===== src/rtl/drt_pkg.sv =====
package drt_pkg;

  typedef enum logic [1:0] {
    RSP_NONE  = 2'd0,
    RSP_RETRY = 2'd1,
    RSP_DATA  = 2'd2,
    RSP_ABORT = 2'd3
  } rsp_e;

  typedef enum logic [2:0] {
    PH_WAIT,
    PH_FILL,
    PH_READY,
    PH_ERR,
    PH_DRAIN
  } phase_e;

  localparam logic [3:0] CMD_MRD  = 4'h6;
  localparam logic [3:0] CMD_CRD  = 4'hA;
  localparam logic [3:0] CMD_MRDM = 4'hC;
  localparam logic [3:0] CMD_MRDL = 4'hE;

  function automatic logic is_claimed(input logic [3:0] c);
    return (c == CMD_MRD) || (c == CMD_CRD) || (c == CMD_MRDM) || (c == CMD_MRDL);
  endfunction

  function automatic int unsigned prefetch_beats(input logic [3:0] c, input int unsigned depth);
    if (c == CMD_MRDM) return depth;
    if (c == CMD_MRDL) return depth / 2;
    return 1;
  endfunction

endpackage


===== src/rtl/drt_slot.sv =====
module drt_slot #(
  parameter int ADDR_W = 32
) (
  input  logic              clk,
  input  logic              rst_n,
  input  logic              load,
  input  logic              clear,
  input  logic [3:0]        ld_cmd,
  input  logic [ADDR_W-1:0] ld_addr,
  input  logic [3:0]        cmp_cmd,
  input  logic [ADDR_W-1:0] cmp_addr,
  output logic              occupied,
  output logic              hit,
  output logic [3:0]        cmd,
  output logic [ADDR_W-1:0] addr
);

  always_ff @(posedge clk or negedge rst_n) begin
    if (!rst_n) begin
      occupied <= 1'b0;
      cmd      <= '0;
      addr     <= '0;
    end else if (load) begin
      occupied <= 1'b1;
      cmd      <= ld_cmd;
      addr     <= ld_addr;
    end else if (clear) begin
      occupied <= 1'b0;
    end
  end

  assign hit = occupied && (cmd == cmp_cmd) && (addr == cmp_addr);

endmodule


===== src/rtl/drt_buf.sv =====
module drt_buf #(
  parameter int DATA_W = 32,
  parameter int DEPTH  = 8
) (
  input  logic                       clk,
  input  logic                       rst_n,
  input  logic                       wr_en,
  input  logic [DATA_W-1:0]          wr_data,
  input  logic                       rd_adv,
  input  logic                       flush,
  output logic [DATA_W-1:0]          rd_data,
  output logic                       rd_last,
  output logic [$clog2(DEPTH+1)-1:0] count
);

  localparam int PTR_W = $clog2(DEPTH);
  localparam int CNT_W = $clog2(DEPTH + 1);

  logic [DATA_W-1:0] mem [DEPTH];
  logic [PTR_W-1:0]  rd_idx;
  logic              full;

  assign full    = (count == CNT_W'(DEPTH));
  assign rd_data = mem[rd_idx];
  assign rd_last = ((CNT_W'(rd_idx) + CNT_W'(1)) == count);

  always_ff @(posedge clk or negedge rst_n) begin
    if (!rst_n) begin
      count  <= '0;
      rd_idx <= '0;
    end else if (flush) begin
      count  <= '0;
      rd_idx <= '0;
    end else begin
      if (wr_en && !full) count <= count + CNT_W'(1);
      if (rd_adv) rd_idx <= rd_idx + PTR_W'(1);
    end
  end

  always_ff @(posedge clk) begin
    if (wr_en && !full) mem[count[PTR_W-1:0]] <= wr_data;
  end

endmodule


===== src/rtl/drt_tracker.sv =====
module drt_tracker
  import drt_pkg::*;
#(
  parameter int ADDR_W = 32,
  parameter int DATA_W = 32,
  parameter int DEPTH  = 8
) (
  input  logic                       clk,
  input  logic                       rst_n,
  input  logic                       req_valid,
  input  logic [3:0]                 req_cmd,
  input  logic [ADDR_W-1:0]          req_addr,
  input  logic                       req_stop,
  output logic [1:0]                 rsp,
  output logic                       cpl_valid,
  output logic [DATA_W-1:0]          cpl_data,
  output logic                       cpl_last,
  output logic                       ib_req,
  output logic [3:0]                 ib_cmd,
  output logic [ADDR_W-1:0]          ib_addr,
  output logic [$clog2(DEPTH+1)-1:0] ib_len,
  input  logic                       ib_ack,
  input  logic                       ib_dvalid,
  input  logic [DATA_W-1:0]          ib_data,
  input  logic                       ib_last,
  input  logic                       ib_err
);

  localparam int NSLOT = 2;
  localparam int LEN_W = $clog2(DEPTH + 1);

  logic [NSLOT-1:0] slot_occ, slot_hit, load_vec, clear_vec;
  logic [3:0]       slot_cmd  [NSLOT];
  logic [ADDR_W-1:0] slot_addr [NSLOT];

  logic   head;
  phase_e phase, phase_nx;
  rsp_e   rsp_w;

  logic claimed, head_hit, other_hit, cap_en, cap_slot;
  logic drain_on, drain_done, abort_take, release_head, fill_beat;
  logic buf_rd_last;
  logic [LEN_W-1:0] buf_count;

  for (genvar g = 0; g < NSLOT; g++) begin : g_slot
    drt_slot #(.ADDR_W(ADDR_W)) u_slot (
      .clk      (clk),
      .rst_n    (rst_n),
      .load     (load_vec[g]),
      .clear    (clear_vec[g]),
      .ld_cmd   (req_cmd),
      .ld_addr  (req_addr),
      .cmp_cmd  (req_cmd),
      .cmp_addr (req_addr),
      .occupied (slot_occ[g]),
      .hit      (slot_hit[g]),
      .cmd      (slot_cmd[g]),
      .addr     (slot_addr[g])
    );
    assign load_vec[g]  = cap_en && (cap_slot == 1'(g));
    assign clear_vec[g] = release_head && (head == 1'(g));
  end

  assign claimed   = req_valid && is_claimed(req_cmd);
  assign head_hit  = slot_hit[head];
  assign other_hit = slot_hit[~head];
  assign drain_on  = (phase == PH_DRAIN);

  always_comb begin
    rsp_w = RSP_NONE;
    if (claimed) begin
      if (drain_on)                            rsp_w = RSP_RETRY;
      else if (head_hit && phase == PH_READY) rsp_w = RSP_DATA;
      else if (head_hit && phase == PH_ERR)   rsp_w = RSP_ABORT;
      else                                     rsp_w = RSP_RETRY;
    end
  end
  assign rsp = rsp_w;

  assign cap_en   = claimed && !drain_on && !head_hit && !other_hit && !(&slot_occ);
  assign cap_slot = slot_occ[head] ? ~head : head;

  assign cpl_valid    = drain_on && !req_stop;
  assign cpl_last     = drain_on && buf_rd_last;
  assign drain_done   = drain_on && (req_stop || buf_rd_last);
  assign abort_take   = (rsp_w == RSP_ABORT);
  assign release_head = drain_done || abort_take;

  assign ib_req    = slot_occ[head] && (phase == PH_WAIT);
  assign ib_cmd    = slot_cmd[head];
  assign ib_addr   = slot_addr[head];
  assign ib_len    = LEN_W'(prefetch_beats(slot_cmd[head], DEPTH));
  assign fill_beat = (phase == PH_FILL) && ib_dvalid;

  drt_buf #(.DATA_W(DATA_W), .DEPTH(DEPTH)) u_buf (
    .clk     (clk),
    .rst_n   (rst_n),
    .wr_en   (fill_beat && !ib_err),
    .wr_data (ib_data),
    .rd_adv  (cpl_valid && !buf_rd_last),
    .flush   (release_head),
    .rd_data (cpl_data),
    .rd_last (buf_rd_last),
    .count   (buf_count)
  );

  always_comb begin
    phase_nx = phase;
    unique case (phase)
      PH_WAIT:  if (ib_req && ib_ack) phase_nx = PH_FILL;
      PH_FILL:  if (ib_dvalid) phase_nx = ib_err ? PH_ERR : (ib_last ? PH_READY : PH_FILL);
      PH_READY: if (rsp_w == RSP_DATA) phase_nx = PH_DRAIN;
      PH_ERR:   if (abort_take) phase_nx = PH_WAIT;
      PH_DRAIN: if (drain_done) phase_nx = PH_WAIT;
      default:  phase_nx = PH_WAIT;
    endcase
  end

  always_ff @(posedge clk or negedge rst_n) begin
    if (!rst_n) begin
      phase <= PH_WAIT;
      head  <= 1'b0;
    end else begin
      phase <= phase_nx;
      if (release_head) head <= ~head;
    end
  end

endmodule


===== config.mk =====
export PLATFORM = sky130hd
export DESIGN_NAME = drt_tracker
export DESIGN_NICKNAME = d
export VERILOG_FILES = /design/src/rtl/drt_pkg.sv /design/src/rtl/drt_slot.sv /design/src/rtl/drt_buf.sv /design/src/rtl/drt_tracker.sv
export SDC_FILE = /design/constraint.sdc
export NUM_CORES = 1
export LEC_CHECK = 0
export ABC_AREA = 1
export CORE_AREA = 4 4 224 204
export CTS_CLUSTER_DIAMETER = 80
export DETAILED_ROUTE_END_ITERATION = 12
export DIE_AREA = 0 0 228 208
export HOLD_SLACK_MARGIN = 0.15
export PLACE_DENSITY_LB_ADDON = 0.15
export SYNTH_ARGS = -nofsm -noshare
export SYNTH_HDL_FRONTEND = slang
export SYNTH_SLANG_ARGS = --single-unit

===== constraint.sdc =====
create_clock -name clk -period 3.8 [get_ports clk]
set_clock_uncertainty 0.05 [all_clocks]
set_input_delay 0.76 -clock clk [delete_from_list [all_inputs] [get_ports clk]]
set_output_delay 0.76 -clock clk [all_outputs]
set_load 0.03 [all_outputs]

==> run_summary.xml <==
<?xml version="1.0" encoding="UTF-8"?>
<metrics>
  <group name="outcome">
    <metric name="status" unit="">completed</metric>
  </group>
  <group name="cells_and_area">
    <metric name="multiInputGateArea" unit="um2">4450</metric>
    <metric name="final_core_util" unit="%">42.9</metric>
    <metric name="layout.cells.most_common_list" unit="">nand2_1, nor2_1, edfxtp_1</metric>
    <metric name="final.fill_count" unit="">4156</metric>
    <metric name="mostFrequentLayoutCell" unit="">nand2_1</metric>
    <metric name="finish.instance_area" unit="um2">18700</metric>
    <metric name="layout.cells.non_filler" unit="">2267</metric>
    <metric name="area_growth_from_synthesis_to_layout" unit="%">24.6</metric>
    <metric name="fraction_of_layout_cells_with_a_size_suffix_above_1" unit="%">7.81</metric>
    <metric name="layout.area.seq" unit="um2">9820</metric>
    <metric name="finish.net_count" unit="">1756</metric>
  </group>
  <group name="synthesis">
    <metric name="synth_cell_type_count" unit="">36</metric>
    <metric name="synth_top_area_cell" unit="">edfxtp_1</metric>
    <metric name="yosys-top-cells-area" unit="">edfxtp_1, dfrtp_1, nand2_1, nor2_1, o21ai_0</metric>
    <metric name="synth-warning-count" unit="">0</metric>
    <metric name="ys_seq_area_share" unit="%">65.4</metric>
    <metric name="synth.cell_area" unit="um2">15000</metric>
    <metric name="synth_edf_count" unit="">256</metric>
    <metric name="syn-instance-count" unit="">1513</metric>
    <metric name="synth-async-reset-ratio" unit="%">24.9</metric>
    <metric name="syn-mean-instance-area" unit="um2">9.92</metric>
    <metric name="postSynth.topFlopCell" unit="">edfxtp_1</metric>
    <metric name="count_of_state_elements_after_synthesis" unit="">341</metric>
    <metric name="syn-num-nets" unit="">1592</metric>
    <metric name="synth_top_area_share" unit="%">51.2</metric>
  </group>
  <group name="floorplan">
    <metric name="placementRows" unit="">73</metric>
    <metric name="initial_core_util" unit="%">34.4</metric>
    <metric name="fp.dieArea" unit="um2">47400</metric>
    <metric name="floorplan.core_area" unit="um2">43600</metric>
    <metric name="floorplan.die.height" unit="um">208</metric>
    <metric name="design.portCount" unit="">153</metric>
    <metric name="die-width" unit="um">228</metric>
  </group>
  <group name="timing">
    <metric name="post-route-min-period" unit="ns">3.67</metric>
    <metric name="final_hold_viol_count" unit="">0</metric>
    <metric name="drv_slew" unit="">0</metric>
    <metric name="finalHoldWorstSlack" unit="ns">0.473</metric>
    <metric name="tightestPinTransition" unit="ns">0.679</metric>
    <metric name="layout_worst_path_cycle_share" unit="%">96.5</metric>
    <metric name="fmax" unit="MHz">273</metric>
    <metric name="finalSetupViolations" unit="">0</metric>
    <metric name="grt_setup_unrepaired" unit="">no</metric>
    <metric name="timing.slew.headroom" unit="%">54.7</metric>
  </group>
  <group name="setup_path">
    <metric name="worst_r2r_startpoint" unit="">u_buf.count[1]$_DFFE_PN0P_</metric>
    <metric name="start_to_end_type_of_the_worst_setup_path" unit="">input port to output pin</metric>
    <metric name="cp-end-kind" unit="">output pin</metric>
    <metric name="worstPathRequired" unit="ns">2.99</metric>
    <metric name="crit_arrival" unit="ns">2.86</metric>
    <metric name="critical_path.max_fanout" unit="">2</metric>
    <metric name="worst_setup_path_start_kind" unit="">input port</metric>
    <metric name="worstSetupStartpoint" unit="">req_addr[15]</metric>
  </group>
  <group name="power">
    <metric name="leakagePower" unit="uW">0.00721</metric>
    <metric name="power_density" unit="nW/um2">817</metric>
    <metric name="power" unit="uW">15300</metric>
    <metric name="max-vdd-ir-drop" unit="mV">0.530</metric>
  </group>
  <group name="drt">
    <metric name="drt_first_pass_iters" unit="">7</metric>
    <metric name="drt_first_iter_violations" unit="">798</metric>
    <metric name="routed_wire_length_per_instance" unit="um">18.0</metric>
    <metric name="drt-vias-per-instance" unit="">4.81</metric>
    <metric name="drt.antenna.violating_nets" unit="">0</metric>
    <metric name="drc" unit="">0</metric>
    <metric name="route.final.wire_length" unit="um">40800</metric>
    <metric name="dr_total_vias" unit="">10909</metric>
  </group>
  <group name="grt">
    <metric name="first_pass_grt_wire_length" unit="um">61900</metric>
    <metric name="globalRoute.totalOverflow" unit="">0</metric>
    <metric name="largest_net_degree_at_the_start_of_global_routing" unit="">110</metric>
    <metric name="antenna_found_initial" unit="">2</metric>
    <metric name="via_count_of_the_first_global_routing_pass" unit="">10347</metric>
    <metric name="grt_util_all_layers" unit="%">16.6</metric>
  </group>
  <group name="clocking">
    <metric name="clkSlewWorstSetupHoldPaths" unit="ns">0.06</metric>
    <metric name="cts_made_buffers" unit="">38</metric>
    <metric name="cts.path.max_buffers" unit="">3</metric>
    <metric name="cts_tree" unit="">done</metric>
    <metric name="cts_max_level" unit="">2</metric>
    <metric name="postCtsSetupBuffers" unit="">0</metric>
    <metric name="clock_tree.root_cell" unit="">clkbuf_16</metric>
    <metric name="cts.sinks" unit="">341</metric>
    <metric name="clock_latency" unit="ns">0.55</metric>
  </group>
  <group name="place">
    <metric name="port_buffers" unit="">151</metric>
    <metric name="placedInstanceArea" unit="um2">17500</metric>
    <metric name="gp_congestion" unit="">0.840</metric>
    <metric name="number_of_instances_in_the_placed_design" unit="">2197</metric>
    <metric name="place_hpwl" unit="um">25300</metric>
  </group>
  <group name="job">
    <metric name="maxCapViolations" unit="">0</metric>
  </group>
  <group name="min_path">
    <metric name="holdCritStartpoint" unit="">g_slot[1].u_slot.addr[28]$_DFFE_PN0P_</metric>
    <metric name="timing.hold.worst.class" unit="">register to register</metric>
  </group>
</metrics>
area by class of cell:
| cell class | instances | area share, % |
|---|---|---|
| Antenna cell | 1 | 0.0134 |
| Clock buffer | 50 | 5.43 |
| Clock inverter | 17 | 0.790 |
| Inverter | 126 | 2.54 |
| Multi-Input combinational cell | 971 | 23.8 |
| Sequential cell | 341 | 52.5 |
| Tap cell | 562 | 3.76 |
| Timing Repair Buffer | 199 | 11.1 |
metal layers:
metal / share of wire [%] / routed length (um) / track usage, % / up-vias
met5: 0.034 / 14 / 0 / -
met4: 1.8 / 747 / 4.05 / 2
met3: 3.8 / 1540 / 2.75 / 56
met2: 46 / 18600 / 26.0 / 177
met1: 49 / 19900 / 24.2 / 5259
li1: - / - / - / 5415
power breakdown:
group	total, uW	internal (uW)	switching, uW
Sequential	4950	4550	408
Combinational	6820	2480	4340
Clock	3500	2020	1470
Total	15300	9050	6220
critical path: stages:
cell,delay (ns)
clkdlybuf4s50_1,0.55
inv_1,0.08
nand2_1,0.13
nand2_1,0.07
nor2_1,0.09
nand2_1,0.06
nor2_1,0.16
nand2_1,0.12
nor2_4,0.14
nand3_1,0.08
nand2_1,0.12
buf_4,0.13
nand2_1,0.07
nor2_2,0.11
buf_4,0.17
sequential cells by signal (all words and copies together), names as in the netlist:
| register | cells |
|---|---|
| u_buf.mem | 256 |
| g_slot.u_slot.addr | 64 |
| g_slot.u_slot.cmd | 8 |
| u_buf.count | 4 |
| phase | 3 |
| u_buf.rd_idx | 3 |
| g_slot.u_slot.occupied | 2 |
| head | 1 |
worst paths after layout:
check                                                         to  slack, ns  cells past startpoint
hold reg to reg            g_slot[1].u_slot.addr[28]$_DFFE_PN0P_       0.47                      2
setup / recovery                                          rsp[1]       0.13                     15
min in group asynchronous  g_slot[1].u_slot.addr[24]$_DFFE_PN0P_       0.68                      2
hold / removal             g_slot[1].u_slot.addr[28]$_DFFE_PN0P_       0.47                      2
max in group asynchronous   g_slot[0].u_slot.addr[4]$_DFFE_PN0P_       2.34                      3
setup reg to reg                       u_buf.mem[4][7]$_DFFE_PP_       1.01                      8
stage by stage:
| step | setup TNS (ns) | setup slack [ns] |
|---|---|---|
| 2_1_floorplan | -9.14 | -0.151 |
| 3_3_place_gp | -0.145 | -0.145 |
| 3_5_place_dp | -0.146 | -0.146 |
| 4_1_cts | 0 | 0.00161 |
| 5_1_grt | 0 | 0.0264 |
| 6_report | 0 | 0.134 |
cell families (layout without fill, tap and decap cells):
logic type                 count (synthesis)  after routing  share of synthesized area, %
buffers and inverters                    201            392                          5.37
adders and majority gates                  3              3                         0.250
AOI/OAI and AO/OA                        317            317                          11.4
and+or+nand+nor                          632            632                          16.5
DFF                                      341            341                          65.4
xor gates and xnor gates                  18             18                          1.05
other                                      1              2                        0.0250
cells in the mapped netlist (all sizes together), types with 12 or more instances:
cell type / count
a31oi: 32
buf: 26
clkbuf: 49
dfrtp: 85
edfxtp: 256
inv: 126
nand2: 312
nand3: 12
nor2: 288
o21ai: 239
o22ai: 32
xnor2: 12
repair_timing:
item                                    CTS  global route
endpoints found under the setup margin    2             8
gates resized for setup                   2            18
hold endpoints to repair                 33             0
cloned                                    0             1
hold buffers                              1             0
(Power assumes the default switching activity.)
